==> src/rtl/hdmbx_pkg.sv <==
package hdmbx_pkg;
  localparam int unsigned REG_AW = 8;
  typedef logic [REG_AW-1:0] reg_addr_t;

  localparam reg_addr_t OFS_RPTR   = 8'h48;
  localparam reg_addr_t OFS_WPTR   = 8'h4A;
  localparam reg_addr_t OFS_DATA   = 8'h4C;
  localparam reg_addr_t OFS_CMD_LO = 8'h60;
  localparam reg_addr_t OFS_CMD_HI = 8'h61;
  localparam reg_addr_t OFS_HVEC   = 8'h64;
  localparam reg_addr_t OFS_DVEC   = 8'h66;

  typedef enum logic [2:0] {
    SEL_NONE, SEL_RPTR, SEL_WPTR, SEL_CMD_LO,
    SEL_CMD_HI, SEL_HVEC, SEL_DVEC, SEL_DATA
  } rsel_e;
endpackage

==> src/rtl/hdmbx_ram.sv <==
module hdmbx_ram #(
  parameter int unsigned AW = 8,
  parameter int unsigned DW = 8
) (
  input  logic          clk_i,
  input  logic          rst_ni,
  input  logic          we_i,
  input  logic [AW-1:0] waddr_i,
  input  logic [DW-1:0] wdata_i,
  input  logic          re_i,
  input  logic [AW-1:0] raddr_i,
  output logic [DW-1:0] rdata_o
);
  localparam int unsigned DEPTH = 1 << AW;

  logic [DW-1:0] mem_q [DEPTH];
  logic [DW-1:0] rdata_q;

  always_ff @(posedge clk_i) begin
    if (we_i) mem_q[waddr_i] <= wdata_i;
  end

  // old data on a same-address collision
  always_ff @(posedge clk_i or negedge rst_ni) begin
    if (!rst_ni)   rdata_q <= '0;
    else if (re_i) rdata_q <= mem_q[raddr_i];
  end

  assign rdata_o = rdata_q;

  AST_RAM_RD_HOLD: assert property (@(posedge clk_i) disable iff (!rst_ni)
    !re_i |=> $stable(rdata_q));
endmodule

==> src/rtl/hdmbx_ptr.sv <==
module hdmbx_ptr #(
  parameter int unsigned AW = 8
) (
  input  logic          clk_i,
  input  logic          rst_ni,
  input  logic          ld_i,
  input  logic [AW-1:0] ld_val_i,
  input  logic          inc_i,
  output logic [AW-1:0] ptr_o
);
  logic [AW-1:0] ptr_q;

  always_ff @(posedge clk_i or negedge rst_ni) begin
    if (!rst_ni)     ptr_q <= '0;
    else if (ld_i)   ptr_q <= ld_val_i;
    else if (inc_i)  ptr_q <= ptr_q + AW'(1);  // natural wrap
  end

  assign ptr_o = ptr_q;

  AST_PTR_LOAD: assert property (@(posedge clk_i) disable iff (!rst_ni)
    ld_i |=> ptr_q == $past(ld_val_i));
  AST_PTR_STEP: assert property (@(posedge clk_i) disable iff (!rst_ni)
    inc_i && !ld_i && ptr_q == '1 |=> ptr_q == '0);
  AST_PTR_HOLD: assert property (@(posedge clk_i) disable iff (!rst_ni)
    !inc_i && !ld_i |=> $stable(ptr_q));
endmodule

==> src/rtl/hdmbx_flag.sv <==
module hdmbx_flag (
  input  logic clk_i,
  input  logic rst_ni,
  input  logic set_i,
  input  logic clr_i,
  output logic flag_o
);
  logic flag_q;

  // set wins over a same-cycle clear
  always_ff @(posedge clk_i or negedge rst_ni) begin
    if (!rst_ni)     flag_q <= 1'b0;
    else if (set_i)  flag_q <= 1'b1;
    else if (clr_i)  flag_q <= 1'b0;
  end

  assign flag_o = flag_q;

  AST_FLAG_SET: assert property (@(posedge clk_i) disable iff (!rst_ni)
    set_i |=> flag_q);
  AST_FLAG_CLR: assert property (@(posedge clk_i) disable iff (!rst_ni)
    clr_i && !set_i |=> !flag_q);
  AST_FLAG_HOLD: assert property (@(posedge clk_i) disable iff (!rst_ni)
    !set_i && !clr_i |=> $stable(flag_q));
endmodule

==> src/rtl/hdmbx_port.sv <==
module hdmbx_port
  import hdmbx_pkg::*;
#(
  parameter int unsigned DW = 8,
  parameter int unsigned AW = 8
) (
  input  logic                 clk_i,
  input  logic                 rst_ni,
  input  logic [REG_AW-1:0]    host_addr_i,
  input  logic                 host_wr_i,
  input  logic                 host_rd_i,
  input  logic [DW-1:0]        host_wdata_i,
  output logic [DW-1:0]        host_rdata_o,
  output logic                 host_int_o,
  input  logic [AW-1:0]        dsp_addr_i,
  input  logic                 dsp_out_we_i,
  input  logic [DW-1:0]        dsp_out_wdata_i,
  input  logic                 dsp_in_re_i,
  output logic [DW-1:0]        dsp_in_rdata_o,
  input  logic                 dsp_ack_we_i,
  input  logic [DW-1:0]        dsp_ack_vec_i,
  input  logic                 dsp_vec_rd_i,
  output logic [DW-1:0]        dsp_vec_o,
  output logic                 dsp_int_o,
  output logic [2*DW-1:0]      dsp_cmd_o
);
  localparam int unsigned CW = 2 * DW;

  rsel_e         sel;
  logic [AW-1:0] rptr, wptr;
  logic [DW-1:0] mem_rdata;
  logic [DW-1:0] reg_mux, reg_rdata_q;
  logic          rd_mem_q;
  logic [CW-1:0] cmd_q;
  logic [DW-1:0] hvec_q, dvec_q;

  always_comb begin
    unique case (host_addr_i)
      OFS_RPTR:   sel = SEL_RPTR;
      OFS_WPTR:   sel = SEL_WPTR;
      OFS_DATA:   sel = SEL_DATA;
      OFS_CMD_LO: sel = SEL_CMD_LO;
      OFS_CMD_HI: sel = SEL_CMD_HI;
      OFS_HVEC:   sel = SEL_HVEC;
      OFS_DVEC:   sel = SEL_DVEC;
      default:    sel = SEL_NONE;
    endcase
  end

  logic wr_rptr, wr_wptr, wr_data, rd_data, wr_hvec, rd_dvec;
  assign wr_rptr = host_wr_i && sel == SEL_RPTR;
  assign wr_wptr = host_wr_i && sel == SEL_WPTR;
  assign wr_data = host_wr_i && sel == SEL_DATA;
  assign rd_data = host_rd_i && sel == SEL_DATA;
  assign wr_hvec = host_wr_i && sel == SEL_HVEC;
  assign rd_dvec = host_rd_i && sel == SEL_DVEC;

  hdmbx_ptr #(.AW(AW)) u_rptr (
    .clk_i, .rst_ni, .ld_i(wr_rptr), .ld_val_i(AW'(host_wdata_i)),
    .inc_i(rd_data), .ptr_o(rptr));

  hdmbx_ptr #(.AW(AW)) u_wptr (
    .clk_i, .rst_ni, .ld_i(wr_wptr), .ld_val_i(AW'(host_wdata_i)),
    .inc_i(wr_data), .ptr_o(wptr));

  // DSP -> host mailbox
  hdmbx_ram #(.AW(AW), .DW(DW)) u_mbx_out (
    .clk_i, .rst_ni,
    .we_i(dsp_out_we_i), .waddr_i(dsp_addr_i), .wdata_i(dsp_out_wdata_i),
    .re_i(rd_data), .raddr_i(rptr), .rdata_o(mem_rdata));

  // host -> DSP mailbox
  hdmbx_ram #(.AW(AW), .DW(DW)) u_mbx_in (
    .clk_i, .rst_ni,
    .we_i(wr_data), .waddr_i(wptr), .wdata_i(host_wdata_i),
    .re_i(dsp_in_re_i), .raddr_i(dsp_addr_i), .rdata_o(dsp_in_rdata_o));

  always_ff @(posedge clk_i or negedge rst_ni) begin
    if (!rst_ni) begin
      cmd_q  <= '0;
      hvec_q <= '0;
      dvec_q <= '0;
    end else begin
      if (host_wr_i && sel == SEL_CMD_LO) cmd_q[DW-1:0]  <= host_wdata_i;
      if (host_wr_i && sel == SEL_CMD_HI) cmd_q[CW-1:DW] <= host_wdata_i;
      if (wr_hvec)      hvec_q <= host_wdata_i;
      if (dsp_ack_we_i) dvec_q <= dsp_ack_vec_i;
    end
  end

  hdmbx_flag u_dsp_int (
    .clk_i, .rst_ni, .set_i(wr_hvec), .clr_i(dsp_vec_rd_i), .flag_o(dsp_int_o));

  hdmbx_flag u_host_int (
    .clk_i, .rst_ni, .set_i(dsp_ack_we_i), .clr_i(rd_dvec), .flag_o(host_int_o));

  always_comb begin
    unique case (sel)
      SEL_RPTR:   reg_mux = DW'(rptr);
      SEL_WPTR:   reg_mux = DW'(wptr);
      SEL_CMD_LO: reg_mux = cmd_q[DW-1:0];
      SEL_CMD_HI: reg_mux = cmd_q[CW-1:DW];
      SEL_HVEC:   reg_mux = hvec_q;
      SEL_DVEC:   reg_mux = dvec_q;
      default:    reg_mux = '0;
    endcase
  end

  always_ff @(posedge clk_i or negedge rst_ni) begin
    if (!rst_ni) begin
      rd_mem_q    <= 1'b0;
      reg_rdata_q <= '0;
    end else if (host_rd_i) begin
      rd_mem_q    <= sel == SEL_DATA;
      reg_rdata_q <= reg_mux;
    end
  end

  assign host_rdata_o = rd_mem_q ? mem_rdata : reg_rdata_q;
  assign dsp_vec_o    = hvec_q;
  assign dsp_cmd_o    = cmd_q;

  AST_UNMAPPED_ZERO: assert property (@(posedge clk_i) disable iff (!rst_ni)
    host_rd_i && sel == SEL_NONE |=> host_rdata_o == '0);
  AST_RDATA_HOLD: assert property (@(posedge clk_i) disable iff (!rst_ni)
    !host_rd_i |=> $stable(host_rdata_o) || $past(dsp_out_we_i));
  AST_WPTR_IDLE_ON_READ: assert property (@(posedge clk_i) disable iff (!rst_ni)
    host_rd_i && !host_wr_i |=> $stable(wptr));
endmodule

==> config.mk <==
export PLATFORM = sky130hd
export DESIGN_NAME = hdmbx_port
export DESIGN_NICKNAME = d
export VERILOG_FILES = /design/src/rtl/hdmbx_pkg.sv /design/src/rtl/hdmbx_ram.sv /design/src/rtl/hdmbx_ptr.sv /design/src/rtl/hdmbx_flag.sv /design/src/rtl/hdmbx_port.sv
export SDC_FILE = /design/constraint.sdc
export NUM_CORES = 2
export LEC_CHECK = 0
export BUFFER_PORTS_ARGS = -buffer_cell sky130_fd_sc_hd__buf_2
export CAP_MARGIN = 20
export CORE_AREA = 4 4 524 578
export CTS_BUF_LIST = sky130_fd_sc_hd__clkbuf_2 sky130_fd_sc_hd__clkbuf_4 sky130_fd_sc_hd__clkbuf_8
export DETAILED_ROUTE_END_ITERATION = 8
export DIE_AREA = 0 0 528 582
export PLACE_DENSITY_LB_ADDON = 0.15
export SYNTH_ARGS = -nofsm -noshare
export SYNTH_HDL_FRONTEND = slang
export SYNTH_SLANG_ARGS = --single-unit
export TNS_END_PERCENT = 5
==> constraint.sdc <==
create_clock -name clk_i -period 5.57 [get_ports clk_i]
set_input_delay 0.8355 -clock clk_i [delete_from_list [all_inputs] [get_ports clk_i]]
set_output_delay 0.8355 -clock clk_i [all_outputs]
set_load 0.02 [all_outputs]
==> qor.yml <==
hp-start: "dsp_in_re_i"
place_area_mm2: 0.168
peakVddDrop_v: 0.000294
gp_congestion: 0.940
synthAdderAreaFrac_pct: 0.0385
cts_buffers: 655
route.met2.wl_mm: 212
antenna_left: 0
required_ps: 6660
arrival_ps: 5290
synth_xor_area_share_pct: 0.0108
clock-sinks: 4171
ys_async_sr_fraction_pct: 1.80
finalCritPeriodShare_pct: 75.3
cts_buffer_depth: 4
final_nets: 8169
yosys_warnings: 0
ys_seq_area_share_pct: 76.8
drt_iter0_drc: 10000
synthMuxAreaShare_pct: 16.8
drv_cap: 0
grt_pass1_wl_mm: 624
ys.flop_type: "edfxtp_1"
start_util_pct: 54.8
synth_nets: 7575
syn2layout_area_growth_pct: 11.6
port_buffers: 89
ys_seq_elements: 4171
rows: 210
timing.rr.start: "u_rptr.ptr_o[3]$_DFFE_PN0P_"
p_leak_uw: 0.0576
hold_path_class: "primary input to register"
timing.setup.tns_ps: 0
path_max_fanout: 24
pwr_density_cell_mw_per_mm2: 363
worstHoldPathCells: 3
slew_headroom_pct: 20.2
ioPinCount: 90
route.met3.wl_mm: 38.7
worstSkewPairLatency_ps: 1190
cp_slowest_stage_delay_ps: 890
track_usage_pct: 28.5
root_buffer: "clkbuf_8"
synth_edf_count: 4096
setup_viol: 0
die_h_um: 582
critPathKind: "register to register"
clock.fmax_mhz: 238
synth_compound_area_share_pct: 1.99
grt_max_degree: 176
finClkSkew_ps: 75.1
avgSynthCellArea_um2: 21.6
top_layer: "met5"
num-fill-cells: 20700
via_count: 82000
rsz0062_at_grt: "false"
cp-start-kind: "register"
die_w_um: 528
design_area_mm2: 0.182
hold-path-endpoint: "u_mbx_in.rdata_o[0]$_DFFE_PN0P_"
yosys.area_share.simple_pct: 2.72
grt_pass1_vias: 83500
outcome: "finished clean"
path_clk_slew_ps: 60
first_pass_iters: 6
drc_errors: 0
worst_slew_pin_slew_ps: 1190
die_area_mm2: 0.307
worstRegToRegCells: 7
wl_met1_mm: 163
core_area_mm2: 0.297
yosysUniqueCellTypes: 83
drv_slew: 0
antenna_found_initial: 21
r2r_slack_ps: 1370
drive_gt1_share_pct: 29.6
end_kind: "register"
worst_path_max_delay_cell: "nor2_1"
cts_resized: 0
synth_cells: 7522
drt_wl_total_mm: 439
hold_viol: 0
cts_htree_levels: 6
crit-reg2reg-capture: "u_mbx_out.rdata_o[4]$_DFFE_PN0P_"
via_per_inst: 6.51
hpwl_mm: 267
synth_top_family_by_area: "multiplexers"
worstPathCellList: "nor2_1 -> nand2_1 -> a21oi_1 -> or4_1 -> a21oi_1 -> or4_1 -> a31oi_1"
netlist_area_mm2: 0.163
wl_per_cell_um: 34.8
overflow: 0
cts_tree: "yes"
min_period_ps: 4200
==> metrics by stage <==
stage               hold WS, ps  total power, uW  util (%)  instances  setup slack, ps
finish                      146            65800      61.1      12600             1370
global route                111            67900      61.1      12600             1270
CTS                        32.9            66100      61.1      12600             1400
detailed placement          478            40900      56.7      11400              459
global placement            464            40800      56.7      11400              733
floorplan                   451            38400         -       7522             2200
==> timing repair <==
action	4_1_cts	5_1_grt
endpoints found under the setup margin	0	0
hold buffers	20	0
setup buffers	0	0
hold endpoints to repair	28	0
==> synth_stat cells, drive strengths merged (5+ instances only) <==
| cell type | count | share of area (%) |
|---|---|---|
| a2111oi | 8 | 0.055 |
| a211o | 5 | 0.027 |
| a211oi | 12 | 0.055 |
| a21oi | 58 | 0.18 |
| a221o | 11 | 0.068 |
| a221oi | 31 | 0.17 |
| a22o | 13 | 0.070 |
| a22oi | 85 | 0.39 |
| a31oi | 24 | 0.092 |
| a32oi | 7 | 0.038 |
| and2 | 10 | 0.038 |
| and3 | 12 | 0.046 |
| buf | 284 | 1.2 |
| clkbuf | 167 | 0.39 |
| dfrtp | 75 | 1.2 |
| edfxtp | 4096 | 76 |
| ha | 5 | 0.038 |
| inv | 14 | 0.032 |
| mux2 | 60 | 0.42 |
| mux2i | 250 | 1.5 |
| mux4 | 1073 | 15 |
| nand2 | 194 | 0.45 |
| nand2b | 13 | 0.050 |
| nand3 | 81 | 0.25 |
| nand4 | 14 | 0.054 |
| nor2 | 602 | 1.4 |
| nor2b | 31 | 0.12 |
| nor3 | 42 | 0.13 |
| nor3b | 8 | 0.037 |
| nor4 | 10 | 0.042 |
| o2111ai | 8 | 0.043 |
| o211ai | 6 | 0.028 |
| o21ai | 62 | 0.19 |
| o221ai | 22 | 0.12 |
| o22ai | 50 | 0.19 |
| o311ai | 7 | 0.038 |
| o31ai | 10 | 0.046 |
| o32a | 6 | 0.037 |
| or2 | 7 | 0.027 |
| or4 | 5 | 0.023 |
==> power breakdown <==
part	internal, uW	total, uW	switching [uW]	leakage [uW]
clock	13700	25600	11900	0.00684
combinational	2050	5500	3440	0.0130
sequential	34500	34700	167	0.0378
==> cell type report <==
class | instances | area [um2] | share of cell area, %
Clock inverter | 308 | 1950 | 1.07
Timing Repair Buffer | 388 | 3500 | 1.93
Tap cell | 3922 | 4910 | 2.70
Inverter | 16 | 67.6 | 0.0372
Multi-Input combinational cell | 2884 | 35200 | 19.4
Antenna cell | 23 | 57.6 | 0.0317
Clock buffer | 890 | 11000 | 6.04
Sequential cell | 4171 | 125000 | 68.8
==> critical path: cells and delay by family, from the launching register on <==
kind	cells	cell delay [ps]
AO/OA/AOI/OAI	3	710
flip-flops	1	700
AND/OR/NAND/NOR	4	2660
==> placed cells by master, fill, tap and decap left out, types with 9 or more instances in the layout <==
cell           count
a221o_1           11
buf_12            42
nor2b_1           25
clkbuf_8         701
a211oi_1          12
diode_2           23
nand3_1           76
nand2b_1          13
o221ai_1          21
clkinvlp_4        15
a221oi_1          31
clkinv_2          85
a22o_1            13
mux4_2          1065
nor3_1            42
clkinv_1         172
nor4_1             9
and3_1            12
o21ai_0           58
nand4_1           14
clkbuf_4         205
nand2_1          194
inv_1              9
o22ai_1           50
mux2i_1          250
nor2_1           599
a21oi_1           57
buf_2             68
a31oi_1           24
mux2_2            59
buf_4            234
edfxtp_1        4096
bufinv_16         18
dfrtp_1           69
dlygate4sd3_1     20
a22oi_1           85
o31ai_1           10
inv_6             14
==> how the worst max path moves through the flow <==
stage,from,depth (start not counted),to
CTS,u_rptr.ptr_o[3]$_DFFE_PN0P_,7,u_mbx_out.rdata_o[4]$_DFFE_PN0P_
detailed placement,host_addr_i[1],7,u_mbx_in.mem_q[213][0]$_DFFE_PP_
floorplan,dsp_addr_i[0],10,u_mbx_out.mem_q[153][0]$_DFFE_PP_
global placement,host_addr_i[1],7,u_mbx_in.mem_q[213][0]$_DFFE_PP_
global route,u_rptr.ptr_o[0]$_DFFE_PN0P_,9,u_mbx_out.rdata_o[1]$_DFFE_PN0P_
finish,u_rptr.ptr_o[3]$_DFFE_PN0P_,7,u_mbx_out.rdata_o[4]$_DFFE_PN0P_
==> state kept, by name, indices dropped and copies added, names as in the netlist, 8 cells and up <==
name               cells
dsp_vec_o              8
dsp_cmd_o             16
u_rptr.ptr_o           8
dvec_q                 8
u_wptr.ptr_o           8
u_mbx_in.rdata_o       8
u_mbx_out.mem_q     2048
u_mbx_out.rdata_o      8
u_mbx_in.mem_q      2048
reg_rdata_q            8
==> logic make-up (layout without fill, tap and decap cells) <==
group | after synthesis | after routing
DFF | 4171 | 4171
other | 0 | 23
buffers and inverters | 467 | 1602
adders and majority gates | 5 | 5
muxes | 1383 | 1383
xor gates and xnor gates | 2 | 2
and+or+nand+nor | 1042 | 1042
AOI/OAI and AO/OA | 452 | 452
==> layer usage <==
metal	up-vias	GRT usage, %
li1	32800	-
met1	43600	38.2
met2	4606	45.2
met3	980	5.90
met4	12	13.7
met5	-	0
No activity file was read; power rests on OpenSTA's default activity.
